[src/rtl/srb_pkg.sv]
package srb_pkg;

    typedef enum logic [2:0] {
        K_ROL_C = 3'b000,
        K_ROR_C = 3'b001,
        K_ROL_T = 3'b010,
        K_ROR_T = 3'b011,
        K_SHL_A = 3'b100,
        K_SHR_A = 3'b101,
        K_HOLE  = 3'b110,
        K_SHR_L = 3'b111
    } shop_e;

    typedef struct packed {
        logic       is_shift;
        logic       is_set;
        logic       unsup;
        shop_e      op;
        logic [2:0] bitn;
        logic [2:0] sel;
        logic       is_mem;
    } dec_t;

    localparam logic [2:0] SEL_MEM = 3'b110;

    function automatic logic even_par(input logic [7:0] v);
        return ~(^v);
    endfunction

endpackage

[src/rtl/srb_decode.sv]
module srb_decode
    import srb_pkg::*;
(
    input  logic [7:0] op_byte,
    output dec_t       dec
);
    logic [1:0] grp;
    assign grp = op_byte[7:6];

    always_comb begin
        dec          = '0;
        dec.op       = shop_e'(op_byte[5:3]);
        dec.bitn     = op_byte[5:3];
        dec.sel      = op_byte[2:0];
        dec.is_mem   = (op_byte[2:0] == SEL_MEM);
        unique case (grp)
            2'b00: begin
                if (op_byte[5:3] == K_HOLE) dec.unsup    = 1'b1;
                else                        dec.is_shift = 1'b1;
            end
            2'b11:   dec.is_set = 1'b1;
            default: dec.unsup  = 1'b1;
        endcase
    end
endmodule

[src/rtl/srb_alu.sv]
module srb_alu
    import srb_pkg::*;
#(
    parameter int DW = 8
) (
    input  dec_t          dec,
    input  logic [DW-1:0] v,
    input  logic          cin,
    output logic [DW-1:0] res,
    output logic          cout
);
    logic [DW-1:0] mask;

    // one-hot mask for the set-bit form
    for (genvar g = 0; g < DW; g++) begin : g_mask
        assign mask[g] = (dec.bitn == 3'(g));
    end

    always_comb begin
        res  = v;
        cout = cin;
        if (dec.is_shift) begin
            unique case (dec.op)
                K_ROL_C: begin res = {v[DW-2:0], v[DW-1]}; cout = v[DW-1]; end
                K_ROR_C: begin res = {v[0], v[DW-1:1]};    cout = v[0];    end
                K_ROL_T: begin res = {v[DW-2:0], cin};     cout = v[DW-1]; end
                K_ROR_T: begin res = {cin, v[DW-1:1]};     cout = v[0];    end
                K_SHL_A: begin res = {v[DW-2:0], 1'b0};    cout = v[DW-1]; end
                K_SHR_A: begin res = {v[DW-1], v[DW-1:1]}; cout = v[0];    end
                K_SHR_L: begin res = {1'b0, v[DW-1:1]};    cout = v[0];    end
                default: begin res = v;                    cout = cin;     end
            endcase
        end else if (dec.is_set) begin
            res = v | mask;
        end
    end
endmodule

[src/rtl/srb_addr_cyc.sv]
module srb_addr_cyc #(
    parameter int ADDR_W  = 16,
    parameter int REG_CYC = 8,
    parameter int PTR_CYC = 15,
    parameter int IDX_CYC = 23,
    parameter int CYC_W   = 5
) (
    input  logic              is_mem,
    input  logic              use_index,
    input  logic [ADDR_W-1:0] ptr_base,
    input  logic [7:0]        disp,
    output logic [ADDR_W-1:0] addr,
    output logic [CYC_W-1:0]  cyc
);
    logic [ADDR_W-1:0] offs;

    always_comb begin
        offs = use_index ? {{(ADDR_W-8){disp[7]}}, disp} : '0;
        addr = ptr_base + offs;
        if (use_index)   cyc = CYC_W'(IDX_CYC);
        else if (is_mem) cyc = CYC_W'(PTR_CYC);
        else             cyc = CYC_W'(REG_CYC);
    end
endmodule

[src/rtl/srb_unit.sv]
module srb_unit
    import srb_pkg::*;
#(
    parameter int ADDR_W  = 16,
    parameter int REG_CYC = 8,
    parameter int PTR_CYC = 15,
    parameter int IDX_CYC = 23,
    localparam int CYC_W  = $clog2(IDX_CYC + 1)
) (
    input  logic              clk,
    input  logic              rst_n,
    input  logic              issue,
    input  logic [7:0]        op_byte,
    input  logic [7:0]        opnd,
    input  logic [7:0]        flags_in,
    input  logic              use_index,
    input  logic [ADDR_W-1:0] ptr_base,
    input  logic [7:0]        disp,
    output logic              res_valid,
    output logic [7:0]        result,
    output logic [2:0]        dest_sel,
    output logic [7:0]        flags_out,
    output logic [CYC_W-1:0]  cycles,
    output logic [ADDR_W-1:0] mem_addr,
    output logic              unsupported
);
    typedef struct packed {
        logic              valid;
        logic [7:0]        res;
        logic [2:0]        dst;
        logic [7:0]        flg;
        logic [CYC_W-1:0]  cyc;
        logic [ADDR_W-1:0] addr;
        logic              unsup;
    } st_t;

    st_t st_d, st_q;

    dec_t              dec;
    logic [7:0]        alu_res;
    logic              alu_c;
    logic [ADDR_W-1:0] ac_addr;
    logic [CYC_W-1:0]  ac_cyc;

    srb_decode u_dec (.op_byte(op_byte), .dec(dec));

    srb_alu #(.DW(8)) u_alu (
        .dec(dec), .v(opnd), .cin(flags_in[0]), .res(alu_res), .cout(alu_c)
    );

    srb_addr_cyc #(
        .ADDR_W(ADDR_W), .REG_CYC(REG_CYC), .PTR_CYC(PTR_CYC),
        .IDX_CYC(IDX_CYC), .CYC_W(CYC_W)
    ) u_ac (
        .is_mem(dec.is_mem), .use_index(use_index), .ptr_base(ptr_base),
        .disp(disp), .addr(ac_addr), .cyc(ac_cyc)
    );

    always_comb begin
        st_d       = st_q;
        st_d.valid = 1'b0;
        if (issue) begin
            st_d.valid = 1'b1;
            st_d.res   = alu_res;
            st_d.dst   = dec.sel;
            st_d.cyc   = ac_cyc;
            st_d.addr  = ac_addr;
            st_d.unsup = dec.unsup;
            st_d.flg   = flags_in;
            if (dec.is_shift) begin
                st_d.flg[7] = alu_res[7];
                st_d.flg[6] = (alu_res == 8'h00);
                st_d.flg[4] = 1'b0;
                st_d.flg[2] = even_par(alu_res);
                st_d.flg[1] = 1'b0;
                st_d.flg[0] = alu_c;
            end
        end
    end

    always_ff @(posedge clk or negedge rst_n) begin
        if (!rst_n) st_q <= '0;
        else        st_q <= st_d;
    end

    assign res_valid   = st_q.valid;
    assign result      = st_q.res;
    assign dest_sel    = st_q.dst;
    assign flags_out   = st_q.flg;
    assign cycles      = st_q.cyc;
    assign mem_addr    = st_q.addr;
    assign unsupported = st_q.unsup;

    AST_UNSUP_PASSES: assert property (@(posedge clk) disable iff (!rst_n)
        issue && (op_byte[7:6] == 2'b01 || op_byte[7:6] == 2'b10) |=>
            unsupported && result == $past(opnd) && flags_out == $past(flags_in));

    AST_SETBIT_FLAGS: assert property (@(posedge clk) disable iff (!rst_n)
        issue && op_byte[7:6] == 2'b11 |=>
            flags_out == $past(flags_in) && result[$past(op_byte[5:3])]);

    AST_SHIFT_HN_CLEAR: assert property (@(posedge clk) disable iff (!rst_n)
        issue && op_byte[7:6] == 2'b00 && op_byte[5:3] != 3'b110 |=>
            !flags_out[4] && !flags_out[1] && flags_out[6] == (result == 8'h00));

    AST_CYCLE_LEGAL: assert property (@(posedge clk) disable iff (!rst_n)
        issue |=> cycles == CYC_W'(REG_CYC) || cycles == CYC_W'(PTR_CYC)
               || cycles == CYC_W'(IDX_CYC));

    AST_HOLD_IDLE: assert property (@(posedge clk) disable iff (!rst_n)
        !issue |=> !res_valid && $stable(result) && $stable(flags_out));

    AST_DEST_FIELD: assert property (@(posedge clk) disable iff (!rst_n)
        issue |=> dest_sel == $past(op_byte[2:0]));
endmodule

[config.mk]
export PLATFORM = sky130hd
export DESIGN_NAME = srb_unit
export DESIGN_NICKNAME = d
export VERILOG_FILES = /design/src/rtl/srb_pkg.sv /design/src/rtl/srb_decode.sv /design/src/rtl/srb_alu.sv /design/src/rtl/srb_addr_cyc.sv /design/src/rtl/srb_unit.sv
export SDC_FILE = /design/constraint.sdc
export NUM_CORES = 1
export LEC_CHECK = 0
export BUFFER_PORTS_ARGS = -buffer_cell sky130_fd_sc_hd__buf_4
export CAP_MARGIN = 20
export CORE_MARGIN = 2
export CORE_UTILIZATION = 44
export DETAILED_ROUTE_END_ITERATION = 16
export PLACE_DENSITY = 0.71
export SLEW_MARGIN = 5
export SYNTH_ARGS = -nofsm -noshare
export SYNTH_HDL_FRONTEND = slang
export SYNTH_SLANG_ARGS = --single-unit
[constraint.sdc]
create_clock -name clk -period 0.98 [get_ports clk]
set_input_delay 0 -clock clk [delete_from_list [all_inputs] [get_ports clk]]
set_output_delay 0 -clock clk [all_outputs]
set_load 0.01 [all_outputs]
==> impl_summary.log, run 1 <==
[metrics] share of the synthesized area in the top cell type: 0.3459
[metrics] worst setup margin: -0.6956 ns
[metrics] crit-path max FO: 5
[metrics] nets@finish: roughly 560
[metrics] routed wire length: 9545 um
[metrics] Crit path arrival time: 1.86 ns
[metrics] root buffer cell: sky130_fd_sc_hd__clkbuf_8
[metrics] count of buffer and inverter cells on the critical path: 1
[metrics] clock latency on the worst-skew pair: slightly below 0.3 ns
[metrics] number of levels in the clock H-tree: 2
[metrics] max cap viols: 0
[metrics] critical path required time: roughly 1.2 ns
[metrics] cell family with the largest share of critical-path delay: simple AND/OR/NAND/NOR gates
[metrics] first drt pass iteration count: 4
[metrics] max incr delay on CP: about 0.28 ns
[metrics] count of endpoints failing setup in the final report: 18
[metrics] EDFF count, synth: 0
[metrics] CTS Buffer Depth: 2
[metrics] minimum clock period after layout: approximately 1.7 ns
[metrics] result of the run: complete, but fails checks
[metrics] async set or reset register ratio after synthesis: 1.000
[metrics] core outline area: 6350 sq um
[metrics] post-synth net total: 384
[metrics] global-route congestion overflow total: 0
[metrics] Static Leak: 0.002291 uW
[metrics] post-synthesis sequential area ratio: 0.3459
[metrics] wire length of the first global-routing pass: 15610 um
[metrics] sort of element at the start of the critical path: primary input
[metrics] count of buffers inserted at the top-level ports: 93
[metrics] Yosys top cell by area: sky130_fd_sc_hd__dfrtp_1
[metrics] post-synthesis average cell area: 9.276 sq um
[metrics] endpoint type of the worst setup path: register
[metrics] largest net degree at the start of global routing: 41
[metrics] Post-Syn Instances: 312
[metrics] area growth from synthesis to layout: 72.98%
[metrics] TNS Setup: -7.891 ns
[metrics] # rows: 29
[metrics] starting density of the core: 0.4558
[metrics] global placer's final weighted congestion: 0.9175
[metrics] die area: between 7000 and 8000 sq um
[metrics] worst setup path category: in2reg
[metrics] I/O pin cnt: 94
[metrics] peak supply drop: 815.4 uV
[metrics] cell repeated most along the worst path: sky130_fd_sc_hd__a21oi_1
[metrics] Hold WC Path Type: in2reg
[metrics] total inserted antenna cells: 0
[metrics] total number of vias: 3229
[metrics] critical-path cell list: buf_8, and3b_2, nor3_4, o221ai_1, o21a_1, ha_4, xnor2_2, xnor2_1, nor2_1, a21oi_1, a21oi_1
[metrics] Overall Global Routing Usage: 0.2644
[metrics] Max Clock Skew: 0 ns
[metrics] antenna violations before repair: 0
[metrics] failing checks: setup timing
[metrics] detailed-placement wirelength estimate: 6505 um
[metrics] DRT antenna net count: 0
[metrics] vertical die dimension: roughly 85 um
[metrics] post-placement worst setup slack: -1.004 ns
[metrics] RSZ-0062 raised after global routing: true
[metrics] count of distinct cell types in the synthesized netlist: between 60 and 70
[metrics] cells taking the most area after synthesis: sky130_fd_sc_hd__dfrtp_1 35%, sky130_fd_sc_hd__ha_1 8.2%, sky130_fd_sc_hd__mux2_2 5.1%
[metrics] Die W: 85.10 um
[metrics] post-synthesis instance area: between 2000 and 3000 sq um
[metrics] Clock Sinks: 40
[metrics] crit share post-route: 1.710
[metrics] clock slew at the register clock pins of the worst setup and hold paths: about 0.080 ns
[metrics] transition at the pin with the smallest max-transition slack: 0.5338 ns
[metrics] maximum clock rate: 596.8 MHz
[metrics] smallest hold slack: 0.006604 ns
[metrics] DRT iter0 DRCs: 141
[metrics] Slew Limit Headroom: 0.6349
[metrics] TritonCTS buffer count: 5
[metrics] vias in the first global route: between 3000 and 4000
[metrics] Critical-path top delay cell: sky130_fd_sc_hd__xnor2_1
[metrics] count of state elements after synthesis: 40
[metrics] final count of pins violating max slew: 0
[metrics] power per cell area: roughly 1200 nW/um^2
[metrics] CTS tree: built
[metrics] Post-synth top flop: sky130_fd_sc_hd__dfrtp_1
[metrics] layout cell share with drive strength beyond 1: 0.5499
[metrics] remaining routing DRC violations: 0
[metrics] routed vias/inst: roughly 5.7
[metrics] DR WL/cell: 16.80 um
[metrics] Final Total Pwr: 5821 uW
[metrics] YS warnings: 0
[metrics] Hold Violations, Final: 0
-- per-stage QoR --
| step | instance area (sq um) | instances | utilization |
|---|---|---|---|
| final | 5006 | 568 | 0.7884 |
| after global placement | 4307 | 532 | 0.6782 |
| after global routing | 5006 | 568 | 0.7884 |
| after detailed placement | 4307 | 532 | 0.6782 |
| after floorplan | 3124 | 312 | - |
| after CTS | 4917 | 564 | 0.7744 |
-- Yosys cell counts (all sizes together) (2+ instances only) --
cell type	instances
a21o	9
xor2	2
inv	9
o2111ai	2
o2bb2ai	4
nand3	3
a2111oi	4
nor2	20
or3	4
nor3	8
and2	8
nand2	24
o211ai	7
a221oi	3
a221o	3
o221ai	2
ha	19
nand2b	2
a21oi	24
xnor2	8
a31oi	7
o21ai	24
o21bai	2
nor4b	2
a31o	2
buf	14
dfrtp	40
and3	2
mux2	13
and4	4
o21a	3
clkbuf	8
a211oi	6
o31ai	2
nand4	2
nand3b	3
-- area by class of cell --
| cell class | count | area (sq um) |
|---|---|---|
| multi-input cells | 241 | 2167 |
| repair buffers | 193 | 1608 |
| fillers | 385 | 1344 |
| flip-flops and latches | 40 | 1001 |
| well taps | 77 | 96.34 |
| clock buffers | 5 | 68.82 |
| inverters | 9 | 46.29 |
| clock inverters | 3 | 18.77 |
-- routing by layer --
layer,vias up,track usage,part of all wire
met3,17,0.04767,0.058
met2,115,0.4560,0.51
met4,0,0.08081,0.020
met5,-,0,0
li1,1525,-,-
met1,1572,0.3368,0.41
-- path summary, 6_finish.rpt --
path	start	to	slack [ns]	cells after the start
max	op_byte[4]	flags_out[2]$_DFFE_PN0P_	-0.70	11
max reg2reg	mem_addr[14]$_DFFE_PN0P_	mem_addr[14]$_DFFE_PN0P_	0.03	2
max in group asynchronous	rst_n	result[2]$_DFFE_PN0P_	0.40	2
min reg2reg	unsupported$_DFFE_PN0P_	unsupported$_DFFE_PN0P_	0.50	1
min in group asynchronous	rst_n	unsupported$_DFFE_PN0P_	0.23	2
min	flags_in[6]	flags_out[6]$_DFFE_PN0P_	0.007	3
-- layout by cell type (no fill, tap or decap), types with 4 or more instances in the layout --
cell type,n
sky130_fd_sc_hd__a21o_1,9
sky130_fd_sc_hd__buf_4,159
sky130_fd_sc_hd__dlygate4sd3_1,12
sky130_fd_sc_hd__inv_1,8
sky130_fd_sc_hd__a21oi_1,18
sky130_fd_sc_hd__a21oi_2,5
sky130_fd_sc_hd__buf_6,17
sky130_fd_sc_hd__clkbuf_8,5
sky130_fd_sc_hd__nor2_1,17
sky130_fd_sc_hd__dfrtp_1,40
sky130_fd_sc_hd__o211ai_1,7
sky130_fd_sc_hd__a31oi_1,7
sky130_fd_sc_hd__o21ai_1,4
sky130_fd_sc_hd__o21ai_0,14
sky130_fd_sc_hd__o2bb2ai_1,4
sky130_fd_sc_hd__xnor2_1,5
sky130_fd_sc_hd__and2_4,5
sky130_fd_sc_hd__nand2_1,22
sky130_fd_sc_hd__mux2_4,5
sky130_fd_sc_hd__ha_1,4
sky130_fd_sc_hd__ha_4,14
sky130_fd_sc_hd__mux2_2,8
sky130_fd_sc_hd__o21ai_2,4
sky130_fd_sc_hd__nor3_1,4
-- power breakdown --
part	total, uW	switching (uW)	internal, uW
clock	1120	623	497
combinational	2680	1190	1490
sequential	2020	139	1880
-- cells by family (layout without fill, tap and decap cells) --
| family | Yosys count | after routing | synth area share |
|---|---|---|---|
| AOI/OAI and AO/OA | 111 | 111 | 0.2616 |
| and+or+nand+nor | 86 | 86 | 0.1604 |
| DFF | 40 | 40 | 0.3459 |
| buffers and inverters | 31 | 210 | 0.05879 |
| adders and majority gates | 20 | 20 | 0.08906 |
| muxes | 14 | 14 | 0.05404 |
| xor gates and xnor gates | 10 | 10 | 0.03027 |
-- flip-flops by register name, indices dropped and copies added (netlist names) --
name	count
mem_addr	16
flags_out	8
result	8
cycles	3
dest_sel	3
res_valid	1
unsupported	1
-- worst min-delay path: cells and delay by family --
family          cells  cell delay (ns)
compound gates      2             0.18
buf+inv             1             0.08
-- repair_timing --
item | in CTS | in global routing
gates resized for setup | 60 | 17
pin swaps | 33 | 19
hold buffers | 12 | 0
setup buffers | 11 | 4
cloned | 1 | 0
endpoints found under the setup margin | 17 | 23
endpoints found under the hold margin | 51 | 0
Note: power is estimated with default switching activity, not from simulation.
==> inputs of run 2 (changes only) <==
--- a/config.mk
+++ b/config.mk
@@ -8,9 +8,9 @@
 export BUFFER_PORTS_ARGS = -buffer_cell sky130_fd_sc_hd__buf_4
 export CAP_MARGIN = 20
 export CORE_MARGIN = 2
-export CORE_UTILIZATION = 44
+export CORE_UTILIZATION = 50
 export DETAILED_ROUTE_END_ITERATION = 16
-export PLACE_DENSITY = 0.71
+export PLACE_DENSITY = 0.79
 export SLEW_MARGIN = 5
 export SYNTH_ARGS = -nofsm -noshare
 export SYNTH_HDL_FRONTEND = slang
==> impl_summary.log, run 2 (synthesized netlist as in run 1, its figures left out) <==
[metrics] max cap viols: 0
[metrics] global placer's final weighted congestion: 0.8984
[metrics] maximum clock rate: 583.2 MHz
[metrics] vias in the first global route: between 3000 and 4000
[metrics] largest net degree at the start of global routing: 41
[metrics] DRT antenna net count: 0
[metrics] count of buffers inserted at the top-level ports: 93
[metrics] max incr delay on CP: 0.40 ns
[metrics] critical-path cell list: buf_12, and2_4, ha_4, fa_2, a211oi_4, o21ai_2, a21boi_2, xnor2_1, mux2_4
[metrics] Static Leak: roughly 0.0023 uW
[metrics] failing checks: setup timing
[metrics] final std cells w/o fill: 565
[metrics] die area: 6413 sq um
[metrics] CTS tree: built
[metrics] detailed-placement wirelength estimate: roughly 6800 um
[metrics] area growth from synthesis to layout: 76.31%
[metrics] routed wire length: 13660 um
[metrics] crit-path max FO: 7
[metrics] TritonCTS buffer count: 5
[metrics] number of flip-flops in the largest register: 16
[metrics] starting density of the core: 0.5224
[metrics] net switching power figure: 2334 uW
[metrics] nets@finish: 564
[metrics] routed vias/inst: 6.600
[metrics] worst setup margin: -0.7348 ns
[metrics] root buffer cell: sky130_fd_sc_hd__clkbuf_8
[metrics] TNS Setup: -9.386 ns
[metrics] number of levels in the clock H-tree: 2
[metrics] global-route congestion overflow total: 0
[metrics] minimum clock period after layout: 1.715 ns
[metrics] CTS Buffer Depth: 2
[metrics] first drt pass iteration count: 5
[metrics] Slew Limit Headroom: 0.6380
[metrics] clock slew at the register clock pins of the worst setup and hold paths: around 0.09 ns
[metrics] transition at the pin with the smallest max-transition slack: 0.5431 ns
[metrics] crit share post-route: 1.750
[metrics] clock latency on the worst-skew pair: between 0.3 and 0.4 ns
[metrics] most used cells in the layout excluding fill and tap cells: 167 x sky130_fd_sc_hd__buf_4, 40 x sky130_fd_sc_hd__dfrtp_1, 22 x sky130_fd_sc_hd__nand2_1, 17 x sky130_fd_sc_hd__nor2_1, 16 x sky130_fd_sc_hd__a21oi_1
[metrics] peak supply drop: 1094 uV
[metrics] Die W: 80.08 um
[metrics] DR WL/cell: between 20 and 25 um
[metrics] Max Clock Skew: 0 ns
[metrics] combinational cell fraction of total power: 0.456
[metrics] total inserted antenna cells: 0
[metrics] final count of pins violating max slew: 0
[metrics] Crit path arrival time: about 1.9 ns
[metrics] RSZ-0062 raised after global routing: true
[metrics] net switching share of the total power: 0.3568
[metrics] endpoint type of the worst setup path: register
[metrics] power per cell area: roughly 1300 nW/um^2
[metrics] vertical die dimension: 80.08 um
[metrics] internal power: 4207 uW
[metrics] portion of total power attributed to the clock network: 0.226
[metrics] final core utilization: 0.9210
[metrics] total number of vias: 3729
[metrics] remaining routing DRC violations: 0
[metrics] smallest hold slack: roughly 0.024 ns
[metrics] core outline area: 5540 sq um
[metrics] antenna violations before repair: 0
[metrics] number of placed instances, taps included: 532
[metrics] # rows: 27
[metrics] result of the run: complete, but fails checks
[metrics] Hold Violations, Final: 0
[metrics] worst setup path category: in2reg
[metrics] commonest non-fill, non-tap cell in the layout: sky130_fd_sc_hd__buf_4
[metrics] wire length of the first global-routing pass: 17430 um
[metrics] Clock Sinks: 40
[metrics] critical path required time: roughly 1.2 ns
[metrics] I/O pin cnt: 94
[metrics] layout cell share with drive strength beyond 1: 0.5659
[metrics] Critical-path top delay cell: sky130_fd_sc_hd__fa_2
[metrics] count of endpoints failing setup in the final report: 18
[metrics] DRT iter0 DRCs: 311
[metrics] power share of the sequential group: 0.318
[metrics] sort of element at the start of the critical path: primary input
[metrics] Hold WC Path Type: in2reg
[metrics] Overall Global Routing Usage: 0.3533
## run 2: cell count changes in the layout (fill, tap and decap cells not counted), moves of 2 or more
cell,previous run,this run
sky130_fd_sc_hd__a31oi_1,7,5
sky130_fd_sc_hd__buf_4,159,167
sky130_fd_sc_hd__and4_4,3,1
sky130_fd_sc_hd__and2_1,3,6
sky130_fd_sc_hd__and2_4,5,2
sky130_fd_sc_hd__clkinv_2,2,0
sky130_fd_sc_hd__buf_6,17,11
sky130_fd_sc_hd__buf_12,3,5
sky130_fd_sc_hd__a21oi_1,18,16
sky130_fd_sc_hd__a31oi_2,0,2
## run 2: layout make-up
cell class | count | area [sq um]
clock inverters | 3 | 46.29
inverters | 9 | 41.29
fillers | 198 | 437.9
well taps | 72 | 90.09
repair buffers | 195 | 1603
clock buffers | 5 | 68.82
flip-flops and latches | 40 | 1001
multi-input cells | 241 | 2252
## run 2: metrics by stage
| stage | worst slack, ns | cell area [sq um] | total power [uW] |
|---|---|---|---|
| detailed placement | -1.029 | 4338 | 4283 |
| CTS | -0.6255 | 4901 | 5989 |
| global placement | -0.9906 | 4338 | 4217 |
| floorplan | -0.8805 | 3124 | 3191 |
| global route | -0.8149 | 5102 | 6718 |
| finish | -0.7348 | 5102 | 6540 |
## run 2: power groups by stage
stage	combinational, uW	sequential, uW	clock [uW]
2_1_floorplan	1050	2140	0
3_3_place_gp	2170	2040	0
3_5_place_dp	2230	2050	0
4_1_cts	2530	2030	1440
5_1_grt	3130	2080	1510
6_report	2980	2080	1480
## run 2: critical path: cells and delay by family
family / cells / cell delay, ns
buffers and inverters: 1 / 0.12
xor gates and xnor gates: 1 / 0.11
adders and majority gates: 2 / 0.56
muxes: 1 / 0.26
AOI/OAI and AO/OA: 3 / 0.72
and+or+nand+nor: 1 / 0.14
## run 2: final timing paths
kind | from | end | slack, ns | cells after the start
min | issue | res_valid$_DFF_PN0_ | 0.02 | 2
min reg2reg | flags_out[4]$_DFFE_PN0P_ | flags_out[4]$_DFFE_PN0P_ | 0.51 | 1
max | use_index | mem_addr[10]$_DFFE_PN0P_ | -0.73 | 9
max in group asynchronous | rst_n | result[5]$_DFFE_PN0P_ | 0.39 | 2
min in group asynchronous | rst_n | flags_out[6]$_DFFE_PN0P_ | 0.21 | 2
max reg2reg | mem_addr[13]$_DFFE_PN0P_ | mem_addr[13]$_DFFE_PN0P_ | 0 | 2
## run 2: layer usage
metal  GRT usage  up-vias  part of all wire
li1            -     1526                 -
met1      0.3984     1771              0.34
met2      0.6383      314              0.49
met3     0.06180      118             0.087
met4      0.1729        0             0.085
met5           0        -                 0
## run 2: what timing repair did
action	4_1_cts	5_1_grt
setup endpoints to repair	16	24
gates resized for setup	46	36
gates cloned	0	0
hold endpoints to repair	50	0
buffers inserted	12	7
pin swaps	36	28
hold buffers	11	0
